File: config.mk
export PLATFORM = sky130hd
export DESIGN_NAME = banked_regfile
export DESIGN_NICKNAME = d
export VERILOG_FILES = /design/src/rtl/rf_pkg.sv /design/src/rtl/rf_mode_decode.sv /design/src/rtl/rf_read_port.sv /design/src/rtl/banked_regfile.sv
export SDC_FILE = /design/constraint.sdc
export NUM_CORES = 2
export LEC_CHECK = 0
export ABC_CLOCK_PERIOD_IN_PS = 2200
export BUFFER_PORTS_ARGS = -buffer_cell sky130_fd_sc_hd__buf_2
export CORE_MARGIN = 3
export CORE_UTILIZATION = 40
export DETAILED_ROUTE_END_ITERATION = 16
export PLACE_DENSITY = 0.66
export SYNTH_ARGS = -nofsm -noshare
export SYNTH_HDL_FRONTEND = slang
export SYNTH_SLANG_ARGS = --single-unit
File: constraint.sdc
create_clock -name clk -period 2.2 [get_ports clk]
set_input_delay 0.11 -clock clk [delete_from_list [all_inputs] [get_ports clk]]
set_output_delay 0.11 -clock clk [all_outputs]
set_load 0.01 [all_outputs]
File: src/rtl/rf_pkg.sv
package rf_pkg;

    localparam int MODE_W = 5;
    localparam int NBANK  = 6;

    localparam logic [MODE_W-1:0] M_USR = 5'h10;
    localparam logic [MODE_W-1:0] M_FIQ = 5'h11;
    localparam logic [MODE_W-1:0] M_IRQ = 5'h12;
    localparam logic [MODE_W-1:0] M_SVC = 5'h13;
    localparam logic [MODE_W-1:0] M_ABT = 5'h17;
    localparam logic [MODE_W-1:0] M_UND = 5'h1B;
    localparam logic [MODE_W-1:0] M_SYS = 5'h1F;

    typedef enum logic [2:0] {
        BK_USR  = 3'd0,
        BK_FIQ  = 3'd1,
        BK_IRQ  = 3'd2,
        BK_SVC  = 3'd3,
        BK_ABT  = 3'd4,
        BK_UND  = 3'd5,
        BK_NONE = 3'd6
    } bank_e;

    function automatic bank_e bank_of(input logic [MODE_W-1:0] m);
        case (m)
            M_USR, M_SYS: return BK_USR;
            M_FIQ:        return BK_FIQ;
            M_IRQ:        return BK_IRQ;
            M_SVC:        return BK_SVC;
            M_ABT:        return BK_ABT;
            M_UND:        return BK_UND;
            default:      return BK_NONE;
        endcase
    endfunction

endpackage

File: src/rtl/rf_mode_decode.sv
module rf_mode_decode
    import rf_pkg::*;
(
    input  logic [MODE_W-1:0] code,
    output bank_e             bank,
    output logic              known,
    output logic              has_sr,
    output logic              is_fast
);
    always_comb begin
        bank    = bank_of(code);
        known   = (bank != BK_NONE);
        has_sr  = known && (bank != BK_USR);
        is_fast = (bank == BK_FIQ);
    end
endmodule

File: src/rtl/rf_read_port.sv
module rf_read_port #(
    parameter int DW = 32,
    parameter int NR = 16,
    parameter int AW = $clog2(NR)
) (
    input  logic [NR-1:0][DW-1:0] regs,
    input  logic [AW-1:0]         sel,
    output logic [DW-1:0]         data
);
    always_comb data = regs[sel];
endmodule

File: src/rtl/banked_regfile.sv
module banked_regfile
    import rf_pkg::*;
#(
    parameter int DW      = 32,
    parameter int NREG    = 16,
    parameter int REQ_W   = 8,
    parameter int HI_BASE = 8,
    parameter int NHI     = 5
) (
    input  logic                     clk,
    input  logic                     rst_n,
    input  logic [DW-1:0]            start_addr,
    input  logic [$clog2(NREG)-1:0]  rd_a_sel,
    output logic [DW-1:0]            rd_a_data,
    input  logic [$clog2(NREG)-1:0]  rd_b_sel,
    output logic [DW-1:0]            rd_b_data,
    input  logic                     wr_en,
    input  logic [$clog2(NREG)-1:0]  wr_sel,
    input  logic [DW-1:0]            wr_data,
    input  logic                     mode_sw,
    input  logic [REQ_W-1:0]         mode_req,
    output logic [MODE_W-1:0]        mode_prev,
    input  logic                     stat_wr_en,
    input  logic                     stat_wr_sel,
    input  logic [DW-1:0]            stat_wdata,
    output logic [DW-1:0]            cur_stat,
    output logic [DW-1:0]            sav_stat,
    output logic [DW-1:0]            fetch_ptr
);
    localparam int AW     = $clog2(NREG);
    localparam int SP_IDX = NREG - 3;
    localparam int LR_IDX = NREG - 2;
    localparam int PC_IDX = NREG - 1;
    localparam int NPORT  = 2;
    localparam logic [DW-1:0] SR_RESET = DW'(M_SYS);

    typedef struct packed {
        logic [NREG-1:0][DW-1:0]  gpr;
        logic [NBANK-1:0][DW-1:0] sp_bk;
        logic [NBANK-1:0][DW-1:0] lr_bk;
        logic [NBANK-1:0][DW-1:0] sr_bk;
        logic [NHI-1:0][DW-1:0]   hi_bk;
        logic [DW-1:0]            cur_sr;
        logic [DW-1:0]            sav_sr;
        logic [DW-1:0]            fetch;
        logic [MODE_W-1:0]        prev;
    } rf_state_t;

    rf_state_t st_q, st_d;

    bank_e old_bk, new_bk;
    logic  old_known, old_sr, old_fast;
    logic  new_known, new_sr, new_fast;

    rf_mode_decode i_dec_old (
        .code    (st_q.cur_sr[MODE_W-1:0]),
        .bank    (old_bk),
        .known   (old_known),
        .has_sr  (old_sr),
        .is_fast (old_fast)
    );

    rf_mode_decode i_dec_new (
        .code    (mode_req[MODE_W-1:0]),
        .bank    (new_bk),
        .known   (new_known),
        .has_sr  (new_sr),
        .is_fast (new_fast)
    );

    logic [NPORT-1:0][AW-1:0] rd_sel;
    logic [NPORT-1:0][DW-1:0] rd_data;

    assign rd_sel[0] = rd_a_sel;
    assign rd_sel[1] = rd_b_sel;

    for (genvar g = 0; g < NPORT; g++) begin : g_rd
        rf_read_port #(.DW(DW), .NR(NREG), .AW(AW)) i_port (
            .regs (st_q.gpr),
            .sel  (rd_sel[g]),
            .data (rd_data[g])
        );
    end

    assign rd_a_data = rd_data[0];
    assign rd_b_data = rd_data[1];

    logic eff_sr;
    logic do_bank;

    always_comb begin
        st_d    = st_q;
        eff_sr  = mode_sw ? new_sr : old_sr;
        do_bank = mode_sw && new_known && (old_bk != new_bk);

        if (mode_sw) begin
            st_d.prev = st_q.cur_sr[MODE_W-1:0];
            st_d.cur_sr[MODE_W-1:0] = mode_req[MODE_W-1:0];
        end

        if (do_bank) begin
            // store the outgoing mode
            if (old_known) begin
                st_d.sp_bk[old_bk] = st_q.gpr[SP_IDX];
                st_d.lr_bk[old_bk] = st_q.gpr[LR_IDX];
                if (old_sr) st_d.sr_bk[old_bk] = st_q.sav_sr;
            end
            // load the incoming mode (its slots differ from the outgoing ones)
            st_d.gpr[SP_IDX] = st_q.sp_bk[new_bk];
            st_d.gpr[LR_IDX] = st_q.lr_bk[new_bk];
            if (new_sr) st_d.sav_sr = st_q.sr_bk[new_bk];
            // at most one side is fast-interrupt here: one exchange
            if (old_fast || new_fast) begin
                for (int i = 0; i < NHI; i++) begin
                    st_d.gpr[HI_BASE+i] = st_q.hi_bk[i];
                    st_d.hi_bk[i]       = st_q.gpr[HI_BASE+i];
                end
            end
        end

        if (wr_en) begin
            st_d.gpr[wr_sel] = wr_data;
            if (wr_sel == AW'(PC_IDX)) st_d.fetch = wr_data;
        end

        if (stat_wr_en) begin
            if (!stat_wr_sel)
                st_d.cur_sr[DW-1:MODE_W] = stat_wdata[DW-1:MODE_W];
            else if (eff_sr)
                st_d.sav_sr = stat_wdata;
        end
    end

    always_ff @(posedge clk) begin
        if (!rst_n) begin
            st_q             <= '0;
            st_q.gpr[PC_IDX] <= start_addr;
            st_q.fetch       <= start_addr;
            st_q.cur_sr      <= SR_RESET;
            st_q.sav_sr      <= SR_RESET;
            st_q.prev        <= M_SYS;
        end else begin
            st_q <= st_d;
        end
    end

    assign cur_stat  = st_q.cur_sr;
    assign sav_stat  = st_q.sav_sr;
    assign fetch_ptr = st_q.fetch;
    assign mode_prev = st_q.prev;

endmodule

==> impl_metrics.env <==
export IMPL_status="complete, but fails checks"
export IMPL_violations="negative setup slack"
export IMPL_ys_flop_type="dfxtp_1"
export IMPL_fin_skew_ns=0.0325
export IMPL_p_int_w=0.0419
export IMPL_p_clk_frac=0.444
export IMPL_hold_path_depth=6
export IMPL_yosys_warnings=0
export IMPL_end_kind="output port"
export IMPL_core_area_mm2=0.155
export IMPL_final_hold_viol_count=0
export IMPL_cts_tree="yes"
export IMPL_ir_worst_vdd_uv=927
export IMPL_final_cells=9967
export IMPL_port_buffers=283
export IMPL_synth_largest_area_cell="dfxtp_1"
export IMPL_hpwlAfterDp_um=148000
export IMPL_worstPathArrival_ns=2.57
export IMPL_final_area_mm2=0.0832
export IMPL_leakagePower_nw=29.8
export IMPL_ys_types=68
export IMPL_placed_cell_area_mm2=0.0679
export IMPL_fin_nets=7913
export IMPL_worstRegToRegCells=11
export IMPL_die_h_um=401
export IMPL_grt_overflow_total=0
export IMPL_die_area_mm2=0.161
export IMPL_p_comb_frac=0.106
export IMPL_io_pins=287
export IMPL_ant_nets=0
export IMPL_initial_core_util=0.404
export IMPL_drive_gt1_frac=0.272
export IMPL_cts_buffers=147
export IMPL_fp_dieW_um=401
export IMPL_synthArstFlopShare=0
export IMPL_area_delta_synth_final_pct=33.2
export IMPL_avgRoutedWirePerCell_um=27.0
export IMPL_clock_path_buffers=3
export IMPL_synth_area_leaders="dfxtp_1 41%, nand2_1 14%, mux4_2 12%, a21oi_1 8.5%, edfxtp_1 3.1%"
export IMPL_swShare=0.262
export IMPL_startpoint="st_q[1348]"
export IMPL_synth_area_mm2=0.0625
export IMPL_grt_pass1_wl_um=380000
export IMPL_rows=144
export IMPL_grt_pass1_vias=58950
export IMPL_critPathLaunchType="flop"
export IMPL_clk_pin_slew_ns=0.06
export IMPL_grt_max_degree=116
export IMPL_maxCapViolations=0
export IMPL_place_inst=9227
export IMPL_crit_type="reg -> out"
export IMPL_tightest_slew_ns=1.00
export IMPL_syn_num_nets=7461
export IMPL_yosysSeqAreaShare=0.442
export IMPL_fmax_mhz=373
export IMPL_p_per_area_mw_per_mm2=683
export IMPL_finalWirelength_um=269000
export IMPL_antenna_found_initial=27
export IMPL_min_period_ns=2.68
export IMPL_power_switching_w=0.0149
export IMPL_drv_slew=0
export IMPL_via_count=62854
export IMPL_finalSetupViolCount=1026
export IMPL_drtIter0Drc=9221
export IMPL_fin_crit_sh=1.22
export IMPL_r2r_start="cur_stat[2]"
export IMPL_setup_ws_ns=-0.482
export IMPL_dr_pass1_iters=9
export IMPL_p_seq_frac=0.450
export IMPL_drc=0
export IMPL_cts_root_buf="clkbuf_16"
export IMPL_viasPerCell=6.31
export IMPL_hold_start="stat_wr_sel"
export IMPL_maxSlewHeadroom=0.331
export IMPL_syn_area_per_cell_um2=8.52
export IMPL_final_cell_mix="2038 x nand2_1, 1218 x dfxtp_1, 929 x a21oi_1"
export IMPL_yosysTopAreaCellShare=0.412
export IMPL_clkLatencyLatePin_ns=0.80
export IMPL_hold_class="in -> reg"
export IMPL_rsz0062_at_grt="true"
export IMPL_clock_sinks=1349
export IMPL_synthCells=7339
export IMPL_synth_seq_cells=1349
export IMPL_gp_congestion=0.936
export IMPL_synth_edff_count=64
export IMPL_cts_max_level=4
export IMPL_fill_cells=12874
export IMPL_required_ns=2.09
export IMPL_track_usage=0.308
export IMPL_cp_max_fo=2
export IMPL_layout_commonest_cell="nand2_1"
==> cells by family after synthesis <==
logic type,count (synthesis),synth area share
multiplexers,486,0.143
buffers and inverters,888,0.0653
XOR/XNOR,7,0.00188
flip-flops,1349,0.442
AND/OR/NAND/NOR,2626,0.165
AO/OA/AOI/OAI,1983,0.183
==> critical path, cell delays in order, from the launching register on <==
cell and delay [ns]:
edfxtp_1 0.45, mux4_2 0.59, mux4_2 0.59, buf_6 0.16
==> what timing repair did <==
| action | CTS | global route |
|---|---|---|
| hold buffers | 187 | 0 |
| gates resized for setup | 520 | 558 |
| cloned | 91 | 40 |
| buffers inserted | 84 | 87 |
| hold endpoints to repair | 571 | 0 |
| setup endpoints to repair | 1000 | 1026 |
| pin swaps | 183 | 206 |
==> synthesized netlist by cell type (all sizes together), types with 3 or more instances <==
library cell,number
inv,34
o21bai,3
o2111ai,37
o211ai,42
o211a,25
nor2,82
o21ai,385
and2,33
o22ai,31
mux2i,118
mux2,48
a221oi,90
a21oi,1063
nand4,3
xnor2,6
a221o,6
nand2,2272
o31ai,5
mux4,320
a31oi,191
buf,337
o21a,26
o31a,4
a311oi,35
nor3,44
nand3,167
nand2b,4
or2,4
nor2b,3
a211oi,24
o221ai,5
dfxtp,1285
edfxtp,64
clkbuf,517
or3,3
==> stage by stage <==
stage	util	TNS, ns	setup WS [ns]	hold WS [ns]	total power (W)
after floorplan	-	-3.03	-0.0418	0.246	0.0286
after global placement	0.439	-106.88	-0.288	0.362	0.0307
after detailed placement	0.439	-140.05	-0.354	0.368	0.0308
after CTS	0.517	-196.80	-0.457	0.0158	0.0562
after global routing	0.538	-354.39	-0.489	0.0831	0.0580
final	0.538	-282.10	-0.482	0.0680	0.0568
==> worst paths after layout <==
kind / to / slack (ns)
min reg2reg: st_q[602] / 0.45
min: sav_stat[22] / 0.07
max: rd_a_data[31] / -0.48
max reg2reg: st_q[215] / -0.42
==> layout make-up <==
cell class / count / area (um2) / area share
diodes: 20 / 50.0 / 0.000601
clock buffers: 219 / 4300 / 0.0517
clock inverters: 42 / 532 / 0.00639
inverters: 34 / 135 / 0.00162
multi-input cells: 5102 / 33400 / 0.401
flip-flops and latches: 1349 / 27800 / 0.334
well taps: 2044 / 2560 / 0.0307
repair buffers: 1157 / 14400 / 0.173
==> flip-flops by register name, indices dropped and copies added (netlist names) <==
signal and count:
st_q 1248, cur_stat 32, fetch_ptr 32, sav_stat 32
mode_prev 5
==> power by group through the flow <==
stage	registers (W)	clock network (W)	logic, W
3_3_place_gp	0.0260	0	0.00471
6_report	0.0255	0.0252	0.00605
3_5_place_dp	0.0260	0	0.00476
2_1_floorplan	0.0257	0	0.00290
5_1_grt	0.0256	0.0263	0.00621
4_1_cts	0.0255	0.0252	0.00550
==> routing by layer <==
layer  wire [um]  vias to the layer above  share of wire  GRT usage
met5          59                        -        0.00022          0
met4       21000                        8          0.078      0.207
met3       36100                     1244           0.13     0.0877
met2      119000                     4827           0.44      0.473
met1       93000                    30181           0.35      0.376
li1            -                    26594              -          -
Power figures use the tool's default switching activity.
